===== config.mk =====
export PLATFORM = sky130hd
export DESIGN_NAME = irqc_top
export DESIGN_NICKNAME = d
export VERILOG_FILES = /design/src/rtl/irqc_pkg.sv /design/src/rtl/irqc_decode.sv /design/src/rtl/irqc_prescaler.sv /design/src/rtl/irqc_counter.sv /design/src/rtl/irqc_ctrl.sv /design/src/rtl/irqc_top.sv
export SDC_FILE = /design/constraint.sdc
export NUM_CORES = 1
export LEC_CHECK = 0
export ABC_AREA = 1
export BUFFER_PORTS_ARGS = -buffer_cell sky130_fd_sc_hd__clkbuf_2
export CORE_MARGIN = 10
export CORE_UTILIZATION = 35
export CTS_BUF_LIST = sky130_fd_sc_hd__clkbuf_16
export DETAILED_ROUTE_END_ITERATION = 12
export GPL_ROUTABILITY_DRIVEN = 0
export PLACE_DENSITY = 0.52
export SYNTH_ARGS = -nofsm -noshare
export SYNTH_HDL_FRONTEND = slang
export SYNTH_SLANG_ARGS = --single-unit

===== constraint.sdc =====
create_clock -name clk -period 2.2 [get_ports clk]
set_input_delay 0.22 -clock clk [delete_from_list [all_inputs] [get_ports clk]]
set_output_delay 0.22 -clock clk [all_outputs]
set_load 0.02 [all_outputs]

===== src/rtl/irqc_pkg.sv =====
package irqc_pkg;
  localparam int ADDR_W = 16;
  localparam logic [ADDR_W-1:0] DEC_MASK = 16'hF0CF;

  typedef enum logic [2:0] {
    WK_NONE,
    WK_LAT_LO,
    WK_LAT_HI,
    WK_CTRL,
    WK_ACK
  } wr_kind_e;

  function automatic wr_kind_e classify(input logic [ADDR_W-1:0] a);
    wr_kind_e k;
    case (a & DEC_MASK)
      16'hF000:                     k = WK_LAT_LO;
      16'hF002, 16'hF040:           k = WK_LAT_HI;
      16'hF004, 16'hF080:           k = WK_CTRL;
      16'hF003, 16'hF006, 16'hF0C0: k = WK_ACK;
      default:                      k = WK_NONE;
    endcase
    return k;
  endfunction
endpackage


===== src/rtl/irqc_decode.sv =====
module irqc_decode
  import irqc_pkg::*;
#(
  parameter int DATA_W = 8,
  parameter int NIB_W  = 4
) (
  input  logic              wr_en,
  input  logic [ADDR_W-1:0] wr_addr,
  input  logic [DATA_W-1:0] wr_data,
  output logic              lat_lo_we,
  output logic              lat_hi_we,
  output logic              ctrl_we,
  output logic              ack_we,
  output logic [NIB_W-1:0]  nib,
  output logic [1:0]        ctrl_bits
);
  wr_kind_e kind;
  logic     unused_hi;

  always_comb begin
    kind      = wr_en ? classify(wr_addr) : WK_NONE;
    lat_lo_we = (kind == WK_LAT_LO);
    lat_hi_we = (kind == WK_LAT_HI);
    ctrl_we   = (kind == WK_CTRL);
    ack_we    = (kind == WK_ACK);
  end

  assign nib       = wr_data[NIB_W-1:0];
  assign ctrl_bits = wr_data[1:0];
  assign unused_hi = ^wr_data[DATA_W-1:NIB_W];
endmodule


===== src/rtl/irqc_prescaler.sv =====
module irqc_prescaler #(
  parameter int PERIOD = 114,
  localparam int PW    = $clog2(PERIOD)
) (
  input  logic clk,
  input  logic rst_n,
  input  logic ce,
  input  logic run,
  input  logic restart,
  output logic tick
);
  logic [PW-1:0] presc_q;

  function automatic logic [PW-1:0] next_presc(input logic [PW-1:0] p);
    return (p == '0) ? PW'(PERIOD - 1) : p - 1'b1;
  endfunction

  assign tick = ce && run && !restart && (presc_q == '0);

  always_ff @(posedge clk) begin
    if (!rst_n)           presc_q <= '0;
    else if (restart)     presc_q <= '0;
    else if (ce && run)   presc_q <= next_presc(presc_q);
  end
endmodule


===== src/rtl/irqc_counter.sv =====
module irqc_counter #(
  parameter int CNT_W  = 8,
  localparam int NIB_W = CNT_W / 2
) (
  input  logic             clk,
  input  logic             rst_n,
  input  logic             lat_lo_we,
  input  logic             lat_hi_we,
  input  logic [NIB_W-1:0] nib,
  input  logic             load,
  input  logic             tick,
  output logic [CNT_W-1:0] count,
  output logic [CNT_W-1:0] latch,
  output logic             wrap
);
  logic [1:0] half_we;

  function automatic logic [CNT_W-1:0] step(input logic [CNT_W-1:0] c,
                                            input logic [CNT_W-1:0] rl);
    return (c == '1) ? rl : c + 1'b1;
  endfunction

  assign half_we = {lat_hi_we, lat_lo_we};
  assign wrap    = tick && (count == '1);

  for (genvar h = 0; h < 2; h++) begin : g_half
    always_ff @(posedge clk) begin
      if (!rst_n)          latch[h*NIB_W +: NIB_W] <= '0;
      else if (half_we[h]) latch[h*NIB_W +: NIB_W] <= nib;
    end
  end

  always_ff @(posedge clk) begin
    if (!rst_n)     count <= '0;
    else if (load)  count <= latch;
    else if (tick)  count <= step(count, latch);
  end
endmodule


===== src/rtl/irqc_ctrl.sv =====
module irqc_ctrl (
  input  logic       clk,
  input  logic       rst_n,
  input  logic       ctrl_we,
  input  logic       ack_we,
  input  logic [1:0] ctrl_bits,
  input  logic       wrap,
  output logic [1:0] en,
  output logic       irq
);
  function automatic logic [1:0] ack_enables(input logic [1:0] e);
    return {e[0], e[0]};
  endfunction

  always_ff @(posedge clk) begin
    if (!rst_n)       en <= 2'b00;
    else if (ctrl_we) en <= ctrl_bits;
    else if (ack_we)  en <= ack_enables(en);
  end

  always_ff @(posedge clk) begin
    if (!rst_n)                 irq <= 1'b0;
    else if (ctrl_we || ack_we) irq <= 1'b0;
    else if (wrap)              irq <= 1'b1;
  end
endmodule


===== src/rtl/irqc_top.sv =====
module irqc_top
  import irqc_pkg::*;
#(
  parameter int CNT_W  = 8,
  parameter int DATA_W = 8,
  parameter int PERIOD = 114,
  localparam int NIB_W = CNT_W / 2
) (
  input  logic              clk,
  input  logic              rst_n,
  input  logic              cpu_ce,
  input  logic              wr_en,
  input  logic [15:0]       wr_addr,
  input  logic [DATA_W-1:0] wr_data,
  output logic              irq_o
);
  logic             lat_lo_we, lat_hi_we, ctrl_we, ack_we;
  logic [NIB_W-1:0] nib;
  logic [1:0]       ctrl_bits;
  logic [1:0]       en;
  logic             clr_evt, load_evt, restart_evt, run_en, tick_evt, wrap_evt;
  logic [CNT_W-1:0] cnt_q, latch_q;

  irqc_decode #(.DATA_W(DATA_W), .NIB_W(NIB_W)) u_dec (
    .wr_en(wr_en), .wr_addr(wr_addr), .wr_data(wr_data),
    .lat_lo_we(lat_lo_we), .lat_hi_we(lat_hi_we),
    .ctrl_we(ctrl_we), .ack_we(ack_we),
    .nib(nib), .ctrl_bits(ctrl_bits)
  );

  assign clr_evt     = ctrl_we || ack_we;
  assign load_evt    = ctrl_we && ctrl_bits[1];
  assign restart_evt = load_evt || ack_we;
  assign run_en      = en[1] && !clr_evt;

  irqc_prescaler #(.PERIOD(PERIOD)) u_pre (
    .clk(clk), .rst_n(rst_n), .ce(cpu_ce), .run(run_en),
    .restart(restart_evt), .tick(tick_evt)
  );

  irqc_counter #(.CNT_W(CNT_W)) u_cnt (
    .clk(clk), .rst_n(rst_n), .lat_lo_we(lat_lo_we), .lat_hi_we(lat_hi_we),
    .nib(nib), .load(load_evt), .tick(tick_evt),
    .count(cnt_q), .latch(latch_q), .wrap(wrap_evt)
  );

  irqc_ctrl u_ctl (
    .clk(clk), .rst_n(rst_n), .ctrl_we(ctrl_we), .ack_we(ack_we),
    .ctrl_bits(ctrl_bits), .wrap(wrap_evt), .en(en), .irq(irq_o)
  );
endmodule


==> tab_implementation.tex, run 1 <==
\begin{tabular}{lr}
\hline
Metric & Value \\
\hline
\multicolumn{2}{l}{\textbf{Timing}} \\
\quad Slew of the pin with the lowest slew margin & 0.379 ns \\
\quad Shortest period the worst path allows & 1.83 ns \\
\quad Unrepaired setup endpoints after global routing & false \\
\quad Fin. max-slew vios & 0 \\
\quad WHS & 0.197 ns \\
\quad Final clock period utilization by the worst path & 0.832 \\
\quad Clock Skew & 0.00694 ns \\
\quad Max Clk Rate & 546 MHz \\
\quad Headroom to the max-slew limit & 0.747 \\
\quad Final setup viols & 0 \\
\quad Total negative setup slack & 0 ns \\
\quad Hold Violations, Final & 0 \\
\multicolumn{2}{l}{\textbf{Setup path}} \\
\quad Critical Path Source Type & flip-flop \\
\quad Crit path buf inv count & 0 \\
\quad Reg-to-Reg Start & u\_cnt.count[0]\$\_SDFFE\_PN0P\_ \\
\quad Register-to-Register Path Depth & 10 \\
\quad Max FO, Critical Path & 12 \\
\quad Most used cell, CP & sky130\_fd\_sc\_hd\_\_nand2\_1 \\
\quad Category of the most critical setup path & flip-flop to flip-flop \\
\quad Maximum cell stage delay along the critical path & 0.38 ns \\
\quad Crit path capture type & flip-flop \\
\quad FF-to-FF setup slack & 0.37 ns \\
\quad Family of cells with the greatest summed delay on the critical path & simple AND/OR/NAND/NOR gates \\
\quad Endpoint of the worst-slack reg-to-reg timing path & u\_cnt.count[4]\$\_SDFFE\_PN0P\_ \\
\quad Cell-by-cell trace of the critical path & ha\_1 > nand4\_1 > nor3\_1 > nand2\_1 > nand2\_2 > nand2\_1 > and2\_1 > nand2\_1 > nand2\_1 > nor2\_1 \\
\quad Setup crit start & u\_cnt.count[0]\$\_SDFFE\_PN0P\_ \\
\quad CP Data Arrival Time & 2.04 ns \\
\quad Worst Path Required & 2.41 ns \\
\quad Slowest stage cell on the critical path & sky130\_fd\_sc\_hd\_\_dfxtp\_1 \\
\multicolumn{2}{l}{\textbf{Logic synthesis}} \\
\quad Top cells by instance count after synthesis & sky130\_fd\_sc\_hd\_\_nor2\_1 (42), sky130\_fd\_sc\_hd\_\_nand2\_1 (39), sky130\_fd\_sc\_hd\_\_dfxtp\_1 (26) \\
\quad \#FFs+latches synth & 26 \\
\quad Area share of the leading cell type in the synthesized netlist & 0.296 \\
\quad Sequential fraction of the synthesis area & 0.296 \\
\quad Synthesized area per cell & 7.12 sq um \\
\quad Total nets after synthesis & 277 \\
\quad Most repeated cell in the gate-level netlist after synthesis & sky130\_fd\_sc\_hd\_\_nor2\_1 \\
\quad Number of distinct library cell variants in the gate-level netlist after synthesis & 33 \\
\quad Yosys warning count & 0 \\
\quad Yosys top cell by area & sky130\_fd\_sc\_hd\_\_dfxtp\_1 \\
\quad Post-Syn Instances & 247 \\
\quad Fraction of registers with async set or reset after synthesis & 0 \\
\quad Predominant post-synthesis flop cell & sky130\_fd\_sc\_hd\_\_dfxtp\_1 \\
\quad Leading cell types by total area after synthesis & sky130\_fd\_sc\_hd\_\_dfxtp\_1 (30\%), sky130\_fd\_sc\_hd\_\_nor2\_1 (9.0\%), sky130\_fd\_sc\_hd\_\_nand2\_1 (8.3\%), sky130\_fd\_sc\_hd\_\_nand3\_1 (6.0\%), sky130\_fd\_sc\_hd\_\_o21ai\_0 (5.4\%) \\
\quad EDFF count, synth & 0 \\
\quad Post-Syn Area & 0.00176 sq mm \\
\multicolumn{2}{l}{\textbf{Clocking}} \\
\quad Number of buffers created by CTS & 3 \\
\quad Root buffer cell & sky130\_fd\_sc\_hd\_\_clkbuf\_16 \\
\quad Clk sink count & 26 \\
\quad Post-cts resize count & 0 \\
\quad Count of hold-fix buffers inserted at cts & 0 \\
\quad CTS tree & built \\
\quad Clock Path Buffers & 2 \\
\quad Clock edge transition at the registers on the reported setup and hold paths & 0.07 ns \\
\quad CTS H-Tree Depth & 1 \\
\quad Total setup buffers inserted after CTS & 0 \\
\quad Source-to-sink clock delay at the later pin of the worst-skew pair & 0.26 ns \\
\multicolumn{2}{l}{\textbf{Outcome}} \\
\quad Status & finished, final reports clean \\
\multicolumn{2}{l}{\textbf{Floorplan}} \\
\quad Die X & 90.9 um \\
\quad Core Region & 0.00479 sq mm \\
\quad Die height & 90.9 um \\
\quad Number of placed I/O pins & 29 \\
\quad Std cell rows & 25 \\
\quad Initial Util & 0.367 \\
\quad Full die area & 0.00826 sq mm \\
\multicolumn{2}{l}{\textbf{GRT}} \\
\quad Wire length of the first global-routing pass & 6490 um \\
\quad Vias in the first global route & 1454 \\
\quad Pin count of the biggest net entering global routing & 18 \\
\quad Total global-route track usage & 0.0910 \\
\quad Antenna violations before repair & 0 \\
\quad Final global-route overflow total & 0 \\
\multicolumn{2}{l}{\textbf{Detailed routing}} \\
\quad Routed wire length per instance & 10.7 um \\
\quad Via count & 1493 \\
\quad Post-route DRC violation count & 0 \\
\quad Antenna viol nets, final & 0 \\
\quad Final WL & 3580 um \\
\quad Post-detailed-route via-to-cell ratio & 4.47 \\
\quad 1st-iter DRT viols & 60 \\
\quad First-pass DRT Iterations & 4 \\
\multicolumn{2}{l}{\textbf{Finish}} \\
\quad Area growth, synth to finish & 14.4\% \\
\quad Fraction of final layout cells with drive strength greater than 1 & 0.243 \\
\quad Diode count & 0 \\
\quad Fill cells & 493 \\
\quad Final layout net count & 298 \\
\multicolumn{2}{l}{\textbf{Min path}} \\
\quad Worst hold path stage count & 3 \\
\quad Min-Delay Startpoint & wr\_data[3] \\
\quad End of the worst hold path & u\_cnt.latch[3]\$\_SDFFE\_PN0N\_ \\
\quad Worst min path class & input pin to flip-flop \\
\multicolumn{2}{l}{\textbf{Power}} \\
\quad Power per standard cell area & 533 mW/mm\^{}2 \\
\quad Maximum resistive drop on vdd & 266 uV \\
\quad Total design power & 1.07 mW \\
\quad Leakage & 0.950 nW \\
\multicolumn{2}{l}{\textbf{Run}} \\
\quad Total of max-cap violations & 0 \\
\multicolumn{2}{l}{\textbf{Placement}} \\
\quad HPWL after detailed placement & 2850 um \\
\quad Port buffer count & 18 \\
\hline
\end{tabular}
metal layers:
| layer | routed length [um] | GRT usage | vias to the layer above | part of all wire |
|---|---|---|---|---|
| met1 | 1890 | 0.119 | 639 | 0.53 |
| met2 | 1590 | 0.149 | 16 | 0.45 |
| met4 | 47 | 0.0313 | 0 | 0.013 |
| met3 | 45 | 0.0125 | 4 | 0.013 |
| met5 | 0 | 0 | - | 0 |
| li1 | - | - | 834 | - |
worst max path at each step:
stage | end | slack (ns) | cells after the start
6_report | u_cnt.count[4]$_SDFFE_PN0P_ | 0.37 | 10
5_1_grt | u_cnt.count[4]$_SDFFE_PN0P_ | 0.09 | 10
4_1_cts | u_cnt.count[4]$_SDFFE_PN0P_ | 0.36 | 10
3_5_place_dp | u_cnt.count[4]$_SDFFE_PN0P_ | 0.37 | 10
3_3_place_gp | u_cnt.count[4]$_SDFFE_PN0P_ | 0.39 | 10
2_1_floorplan | u_cnt.count[0]$_SDFFE_PN0P_ | 0.67 | 9
flip-flops by register name, indices dropped and copies added (netlist names):
name	count
u_ctl.irq	1
u_cnt.latch	8
u_cnt.count	8
u_pre.presc_q	7
u_ctl.en	2
worst reg2reg max path, delay by kind of cell (launching register included):
| kind | cells | cell delay, ns |
|---|---|---|
| adders and majority gates | 1 | 0.23 |
| DFF | 1 | 0.38 |
| and+or+nand+nor | 9 | 1.17 |
through the flow:
stage | util | worst slack, ns | instance area (sq um) | instances
CTS | 0.420 | 0.357 | 2010 | 334
finish | 0.420 | 0.370 | 2010 | 334
detailed placement | 0.398 | 0.365 | 1910 | 330
floorplan | - | 0.668 | 1760 | 247
global placement | 0.398 | 0.391 | 1910 | 330
global route | 0.420 | 0.0859 | 2010 | 334
report_power, final:
part           switching (mW)  internal, mW  total, mW
sequential          0.0000986         0.470      0.471
combinational          0.0427        0.0222     0.0649
clock                   0.174         0.362      0.536
layout make-up:
cell class | instances | area [sq um] | share of cell area
inverters | 31 | 121 | 0.0603
repair buffers | 20 | 105 | 0.0522
multi-input cells | 186 | 1080 | 0.535
flip-flops and latches | 26 | 520 | 0.259
well taps | 67 | 83.8 | 0.0417
clock buffers | 3 | 75.1 | 0.0373
clock inverters | 1 | 30.0 | 0.0149
cells by family after synthesis:
family | synth area share
xor+xnor | 0.0299
compound gates | 0.112
flops | 0.296
buf+inv | 0.0918
fa+ha+maj | 0.0142
simple gates | 0.456
cells in the final DEF (no fill, tap or decap), types with 2 or more instances in the layout:
master,Yosys,routed
sky130_fd_sc_hd__nor2_1,42,42
sky130_fd_sc_hd__nand2_1,39,39
sky130_fd_sc_hd__dfxtp_1,26,26
sky130_fd_sc_hd__inv_1,24,24
sky130_fd_sc_hd__nand3_1,21,21
sky130_fd_sc_hd__o21ai_0,19,19
sky130_fd_sc_hd__clkbuf_2,0,18
sky130_fd_sc_hd__a21oi_1,13,13
sky130_fd_sc_hd__nand2_2,8,8
sky130_fd_sc_hd__nand3_2,8,8
sky130_fd_sc_hd__nor2_4,5,5
sky130_fd_sc_hd__inv_2,5,5
sky130_fd_sc_hd__xor2_1,3,3
sky130_fd_sc_hd__nor2_2,3,3
sky130_fd_sc_hd__nand2_4,3,3
sky130_fd_sc_hd__xnor2_1,3,3
sky130_fd_sc_hd__clkbuf_16,0,3
sky130_fd_sc_hd__nor3_1,2,2
sky130_fd_sc_hd__nand3_4,2,2
sky130_fd_sc_hd__nand4_4,2,2
sky130_fd_sc_hd__nand4_1,2,2
sky130_fd_sc_hd__a21oi_2,2,2
sky130_fd_sc_hd__ha_1,2,2
sky130_fd_sc_hd__buf_4,0,2
No activity file was read; power rests on OpenSTA's default activity.
==> run 2: changes to the inputs <==
Clock period 2.2 ns to 1.8 ns, I/O delays scaled along.
==> run 2 against run 1 <==
Net effect:
- combinational power is 22% higher
- critical path depth is 2 lower
- first-iteration DRC count is 33% higher
- largest cell class unchanged
- sequential cell count stayed put
- routed wire length is 5.9% higher
- register-to-register slack worse by 0.20 ns
- critical endpoint is now u_cnt.count[7]$_SDFFE_PN0P_
- via count is 5.4% higher
- global-route usage is 0.094 points higher
- non-clock buffer count is 6 higher
- setup slack worse by 0.20 ns
- largest power group unchanged
==> tab_implementation.tex, run 2 (synthesis gave the netlist of run 1 again) <==
\begin{tabular}{lr}
\hline
Metric & Value \\
\hline
\multicolumn{2}{l}{\textbf{Outcome}} \\
\quad Status & finished, final reports clean \\
\multicolumn{2}{l}{\textbf{Finish}} \\
\quad Most common cell after layout, fill and taps aside & sky130\_fd\_sc\_hd\_\_nor2\_1 \\
\quad Most used cells in the layout excluding fill and tap cells & sky130\_fd\_sc\_hd\_\_nor2\_1 (42), sky130\_fd\_sc\_hd\_\_nand2\_1 (39), sky130\_fd\_sc\_hd\_\_dfxtp\_1 (26), sky130\_fd\_sc\_hd\_\_inv\_1 (24), sky130\_fd\_sc\_hd\_\_nand3\_1 (21) \\
\quad Area growth, synth to finish & 18.3\% \\
\quad Diode count & 0 \\
\quad Final standard cell area without fillers & 0.00208 sq mm \\
\quad Number of standard cells in the layout, taps in and fillers out & 340 \\
\quad Final layout net count & 304 \\
\quad Fraction of final layout cells with drive strength greater than 1 & 0.264 \\
\quad Top Registers & u\_cnt.count x8, u\_cnt.latch x8, u\_pre.presc\_q x7 \\
\multicolumn{2}{l}{\textbf{Power}} \\
\quad Power per standard cell area & 629 mW/mm\^{}2 \\
\quad Leakage & 0.985 nW \\
\quad Total design power & 1.31 mW \\
\quad Maximum resistive drop on vdd & 333 uV \\
\multicolumn{2}{l}{\textbf{Floorplan}} \\
\quad Initial Util & 0.367 \\
\quad Number of placed I/O pins & 29 \\
\quad Die height & 90.9 um \\
\quad Std cell rows & 25 \\
\quad Core Region & 0.00479 sq mm \\
\quad Die X & 90.9 um \\
\quad Full die area & 0.00826 sq mm \\
\multicolumn{2}{l}{\textbf{Clocking}} \\
\quad Clock edge transition at the registers on the reported setup and hold paths & 0.07 ns \\
\quad Number of buffers created by CTS & 3 \\
\quad Root buffer cell & sky130\_fd\_sc\_hd\_\_clkbuf\_16 \\
\quad Clock Path Buffers & 2 \\
\quad CTS H-Tree Depth & 1 \\
\quad Count of hold-fix buffers inserted at cts & 0 \\
\quad CTS tree & built \\
\quad Source-to-sink clock delay at the later pin of the worst-skew pair & 0.26 ns \\
\quad Clk sink count & 26 \\
\multicolumn{2}{l}{\textbf{Timing}} \\
\quad Clock Skew & 0.00368 ns \\
\quad Total negative setup slack & 0 ns \\
\quad Final setup viols & 0 \\
\quad Headroom to the max-slew limit & 0.723 \\
\quad Fin. max-slew vios & 0 \\
\quad Hold Violations, Final & 0 \\
\quad Unrepaired setup endpoints after global routing & false \\
\quad Slew of the pin with the lowest slew margin & 0.414 ns \\
\quad Max Clk Rate & 615 MHz \\
\quad Shortest period the worst path allows & 1.63 ns \\
\quad Final clock period utilization by the worst path & 0.903 \\
\multicolumn{2}{l}{\textbf{GRT}} \\
\quad Antenna violations before repair & 0 \\
\quad Pin count of the biggest net entering global routing & 18 \\
\quad Wire length of the first global-routing pass & 6530 um \\
\quad Vias in the first global route & 1507 \\
\quad Final global-route overflow total & 0 \\
\quad Total global-route track usage & 0.0920 \\
\multicolumn{2}{l}{\textbf{Detailed routing}} \\
\quad 1st-iter DRT viols & 80 \\
\quad Final WL & 3790 um \\
\quad Via count & 1573 \\
\quad Post-detailed-route via-to-cell ratio & 4.63 \\
\quad Routed wire length per instance & 11.1 um \\
\quad Antenna viol nets, final & 0 \\
\quad Post-route DRC violation count & 0 \\
\quad First-pass DRT Iterations & 4 \\
\multicolumn{2}{l}{\textbf{Setup path}} \\
\quad Family of cells with the greatest summed delay on the critical path & simple AND/OR/NAND/NOR gates \\
\quad Slowest stage cell on the critical path & sky130\_fd\_sc\_hd\_\_dfxtp\_1 \\
\quad Worst Path Required & 2.00 ns \\
\quad Crit path capture type & flip-flop \\
\quad Crit path buf inv count & 1 \\
\quad FF-to-FF setup slack & 0.17 ns \\
\quad Cell-by-cell trace of the critical path & buf\_4 > nand3\_1 > nor3\_1 > nand3\_1 > xor2\_1 > o21ai\_0 > nor2\_1 > nor2\_1 \\
\quad CP Data Arrival Time & 1.83 ns \\
\quad Maximum cell stage delay along the critical path & 0.35 ns \\
\quad Category of the most critical setup path & flip-flop to flip-flop \\
\quad Critical Path Source Type & flip-flop \\
\quad Max FO, Critical Path & 3 \\
\multicolumn{2}{l}{\textbf{Placement}} \\
\quad Placed standard-cell area & 0.00196 sq mm \\
\quad Port buffer count & 18 \\
\quad HPWL after detailed placement & 3000 um \\
\quad Cell Count Post-Placement & 336 \\
\multicolumn{2}{l}{\textbf{Run}} \\
\quad Total of max-cap violations & 0 \\
\multicolumn{2}{l}{\textbf{Min path}} \\
\quad Worst min path class & input pin to flip-flop \\
\hline
\end{tabular}
[run 2: layer usage]
metal | vias up | routed length [um] | global-route usage
li1 | 849 | - | -
met1 | 697 | 1910 | 0.114
met2 | 23 | 1740 | 0.155
met3 | 4 | 96 | 0.0208
met4 | 0 | 39 | 0.0248
met5 | - | 0 | 0
[run 2: metrics by stage]
stage	hold slack [ns]	util	setup WS [ns]
floorplan	0.315	-	0.268
global placement	0.434	0.410	0.121
detailed placement	0.427	0.410	0.102
CTS	0.149	0.432	0.127
global route	0.160	0.435	0.0122
finish	0.152	0.435	0.175
[run 2: worst register-to-register path, stage by stage, from the launching register on]
cell and delay, ns:
sky130_fd_sc_hd__dfxtp_1 0.35, sky130_fd_sc_hd__buf_4 0.13, sky130_fd_sc_hd__nand3_1 0.09, sky130_fd_sc_hd__nor3_1 0.33, sky130_fd_sc_hd__nand3_1 0.16, sky130_fd_sc_hd__xor2_1 0.18, sky130_fd_sc_hd__o21ai_0 0.16, sky130_fd_sc_hd__nor2_1 0.06
sky130_fd_sc_hd__nor2_1 0.11
[run 2: final timing paths]
kind | cells after the start | startpoint | end
setup / recovery | 8 | u_cnt.count[0]$_SDFFE_PN0P_ | u_cnt.count[7]$_SDFFE_PN0P_
hold / removal | 3 | wr_data[3] | u_cnt.latch[3]$_SDFFE_PN0N_
setup reg to reg | 8 | u_cnt.count[0]$_SDFFE_PN0P_ | u_cnt.count[7]$_SDFFE_PN0P_
hold reg to reg | 2 | u_cnt.latch[4]$_SDFFE_PN0N_ | u_cnt.latch[4]$_SDFFE_PN0N_
[run 2: layout make-up]
class,instances,area (sq um)
flip-flops and latches,26,520
fillers,495,2710
inverters,31,121
multi-input cells,186,1090
clock buffers,3,75.1
clock inverters,1,30.0
repair buffers,26,163
well taps,67,83.8
[run 2: report_power, final]
group	switching [mW]	internal, mW
Combinational	0.0523	0.0271
Clock	0.212	0.443
Sequential	0.000113	0.575
[run 2: timing repair]
action,4_1_cts,5_1_grt
buffers inserted,0,0
resized for setup,0,2
endpoints found under the setup margin,0,6
==> run 3: changes to the inputs <==
Settings changed: CORE_ASPECT_RATIO from default to 0.5, CORE_UTILIZATION 35 to 55, PLACE_DENSITY 0.52 to 0.76.
==> run 3 against run 2 <==
Net effect:
- sequential share of layout area is 0.90 points higher
- sequential power hardly changed
- register-to-register slack worse by 0.05 ns
- worst hold slack better by 0.017 ns
- sequential cell count stayed put
- highest routed layer unchanged
==> tab_implementation.tex, run 3 (synthesis gave the netlist of run 1 again) <==
\begin{tabular}{lr}
\hline
Metric & Value \\
\hline
\multicolumn{2}{l}{\textbf{Min path}} \\
\quad Worst hold path stage count & 3 \\
\quad Min-Delay Startpoint & wr\_data[3] \\
\quad End of the worst hold path & u\_cnt.latch[3]\$\_SDFFE\_PN0N\_ \\
\quad Worst min path class & input pin to flip-flop \\
\multicolumn{2}{l}{\textbf{Finish}} \\
\quad Top Registers & u\_cnt.count x8, u\_cnt.latch x8, u\_pre.presc\_q x7 \\
\quad Diode count & 0 \\
\quad Most used cells in the layout excluding fill and tap cells & sky130\_fd\_sc\_hd\_\_nor2\_1 (42), sky130\_fd\_sc\_hd\_\_nand2\_1 (38), sky130\_fd\_sc\_hd\_\_dfxtp\_1 (25), sky130\_fd\_sc\_hd\_\_inv\_1 (24), sky130\_fd\_sc\_hd\_\_nand3\_1 (21) \\
\quad Most common cell after layout, fill and taps aside & sky130\_fd\_sc\_hd\_\_nor2\_1 \\
\quad Area growth, synth to finish & 14.4\% \\
\quad Final layout net count & 304 \\
\quad Final Util & 0.664 \\
\quad Fraction of final layout cells with drive strength greater than 1 & 0.271 \\
\multicolumn{2}{l}{\textbf{Floorplan}} \\
\quad Core Region & 0.00303 sq mm \\
\quad Full die area & 0.00599 sq mm \\
\quad Std cell rows & 14 \\
\quad Die height & 60.0 um \\
\quad Number of placed I/O pins & 29 \\
\quad Initial Util & 0.580 \\
\quad Die X & 100 um \\
\multicolumn{2}{l}{\textbf{Clocking}} \\
\quad Clock Path Buffers & 2 \\
\quad Source-to-sink clock delay at the later pin of the worst-skew pair & 0.26 ns \\
\quad CTS H-Tree Depth & 1 \\
\quad Root buffer cell & sky130\_fd\_sc\_hd\_\_clkbuf\_16 \\
\quad Count of hold-fix buffers inserted at cts & 0 \\
\quad Clk sink count & 26 \\
\quad CTS tree & built \\
\quad Number of buffers created by CTS & 3 \\
\quad Clock edge transition at the registers on the reported setup and hold paths & 0.06 ns \\
\multicolumn{2}{l}{\textbf{Timing}} \\
\quad Final clock period utilization by the worst path & 0.933 \\
\quad Max Clk Rate & 596 MHz \\
\quad Clock Skew & 0.00236 ns \\
\quad Hold Violations, Final & 0 \\
\quad Final setup viols & 0 \\
\quad WHS & 0.169 ns \\
\quad Headroom to the max-slew limit & 0.762 \\
\quad Slew of the pin with the lowest slew margin & 0.355 ns \\
\quad Total negative setup slack & 0 ns \\
\quad Shortest period the worst path allows & 1.68 ns \\
\quad Fin. max-slew vios & 0 \\
\quad Unrepaired setup endpoints after global routing & false \\
\multicolumn{2}{l}{\textbf{GRT}} \\
\quad Final global-route overflow total & 0 \\
\quad Vias in the first global route & 1496 \\
\quad Total global-route track usage & 0.126 \\
\quad Antenna violations before repair & 0 \\
\quad Wire length of the first global-routing pass & 6270 um \\
\quad Pin count of the biggest net entering global routing & 18 \\
\multicolumn{2}{l}{\textbf{Setup path}} \\
\quad FF-to-FF setup slack & 0.12 ns \\
\quad Max FO, Critical Path & 6 \\
\quad Crit path capture type & flip-flop \\
\quad Endpoint of the worst-slack reg-to-reg timing path & u\_cnt.count[4]\$\_SDFFE\_PN0P\_ \\
\quad Critical Path Source Type & flip-flop \\
\quad Reg-to-Reg Start & u\_cnt.count[1]\$\_SDFFE\_PN0P\_ \\
\quad Worst Path Required & 2.00 ns \\
\quad CP Data Arrival Time & 1.88 ns \\
\quad Category of the most critical setup path & flip-flop to flip-flop \\
\quad Register-to-Register Path Depth & 10 \\
\multicolumn{2}{l}{\textbf{Power}} \\
\quad Total design power & 1.15 mW \\
\quad Sequential share of power & 0.502 \\
\quad Cell-internal power & 0.900 mW \\
\quad Power per standard cell area & 570 mW/mm\^{}2 \\
\quad Maximum resistive drop on vdd & 325 uV \\
\quad Combinational fraction of design power & 0.068 \\
\quad Switching Fraction & 0.215 \\
\quad Power dissipated by switching net loads & 0.246 mW \\
\quad Leakage & 0.969 nW \\
\quad Clock power frac & 0.429 \\
\multicolumn{2}{l}{\textbf{Placement}} \\
\quad HPWL after detailed placement & 2880 um \\
\quad Port buffer count & 18 \\
\multicolumn{2}{l}{\textbf{Run}} \\
\quad Total of max-cap violations & 0 \\
\multicolumn{2}{l}{\textbf{Outcome}} \\
\quad Status & finished, final reports clean \\
\multicolumn{2}{l}{\textbf{Detailed routing}} \\
\quad First-pass DRT Iterations & 4 \\
\quad Via count & 1599 \\
\quad Post-route DRC violation count & 0 \\
\quad Antenna viol nets, final & 0 \\
\quad Routed wire length per instance & 11.8 um \\
\quad Final WL & 3710 um \\
\quad 1st-iter DRT viols & 113 \\
\quad Post-detailed-route via-to-cell ratio & 5.11 \\
\hline
\end{tabular}
==> run 3: layer usage <==
| layer | up-vias | global-route usage | routed length (um) |
|---|---|---|---|
| li1 | 849 | - | - |
| met1 | 717 | 0.143 | 1710 |
| met2 | 26 | 0.228 | 1790 |
| met3 | 7 | 0.0345 | 148 |
| met4 | 0 | 0.0365 | 56 |
| met5 | - | 0 | 0 |
==> run 3: area by class of cell <==
class                      instances  area, sq um
multi-input combinational        187         1100
fill                             263         1020
tap                               40         50.0
inverter                          31          121
clock buffer                       3         75.1
clock inverter                     1         3.75
timing repair buffer              25          143
sequential                        26          522
==> run 3: worst max-delay path, cell delays in order (launching register included) <==
cell and delay [ns]:
sky130_fd_sc_hd__dfxtp_2 0.35, sky130_fd_sc_hd__ha_2 0.17, sky130_fd_sc_hd__nand4_1 0.16, sky130_fd_sc_hd__nor3_2 0.30, sky130_fd_sc_hd__nand2_2 0.14, sky130_fd_sc_hd__nand2_4 0.10, sky130_fd_sc_hd__nand2_1 0.06, sky130_fd_sc_hd__and2_1 0.13
sky130_fd_sc_hd__nand2_1 0.06, sky130_fd_sc_hd__nand2_1 0.05, sky130_fd_sc_hd__nor2_1 0.08
==> run 3: how the worst max path moves through the flow <==
stage | start | to | slack, ns | cells past startpoint
after floorplan | u_cnt.count[0]$_SDFFE_PN0P_ | u_cnt.count[0]$_SDFFE_PN0P_ | 0.27 | 9
after global placement | wr_addr[2] | u_cnt.count[2]$_SDFFE_PN0P_ | 0.13 | 12
after detailed placement | u_cnt.count[1]$_SDFFE_PN0P_ | u_cnt.count[4]$_SDFFE_PN0P_ | 0.09 | 10
after CTS | u_cnt.count[1]$_SDFFE_PN0P_ | u_cnt.count[4]$_SDFFE_PN0P_ | 0.05 | 10
after global routing | u_cnt.count[0]$_SDFFE_PN0P_ | u_cnt.count[4]$_SDFFE_PN0P_ | 0.002 | 10
final | u_cnt.count[1]$_SDFFE_PN0P_ | u_cnt.count[4]$_SDFFE_PN0P_ | 0.12 | 10
==> run 3: through the flow <==
step	instances	setup WS, ns	instance area (sq um)
after floorplan	247	0.268	1760
after global placement	307	0.131	1900
after detailed placement	307	0.0885	1900
after CTS	311	0.0501	1980
after global routing	313	0.00207	2010
final	313	0.121	2010
==> run 3: power groups by stage <==
stage	logic (mW)	registers, mW	clock network, mW
floorplan	0.0450	0.588	0
global route	0.0884	0.575	0.516
detailed placement	0.0792	0.588	0
global placement	0.0779	0.588	0
CTS	0.0792	0.575	0.503
finish	0.0783	0.575	0.492
==> run 3: timing repair <==
item | 4_1_cts | 5_1_grt
endpoints found under the setup margin | 0 | 6
gates resized for setup | 0 | 5
setup buffers | 0 | 1
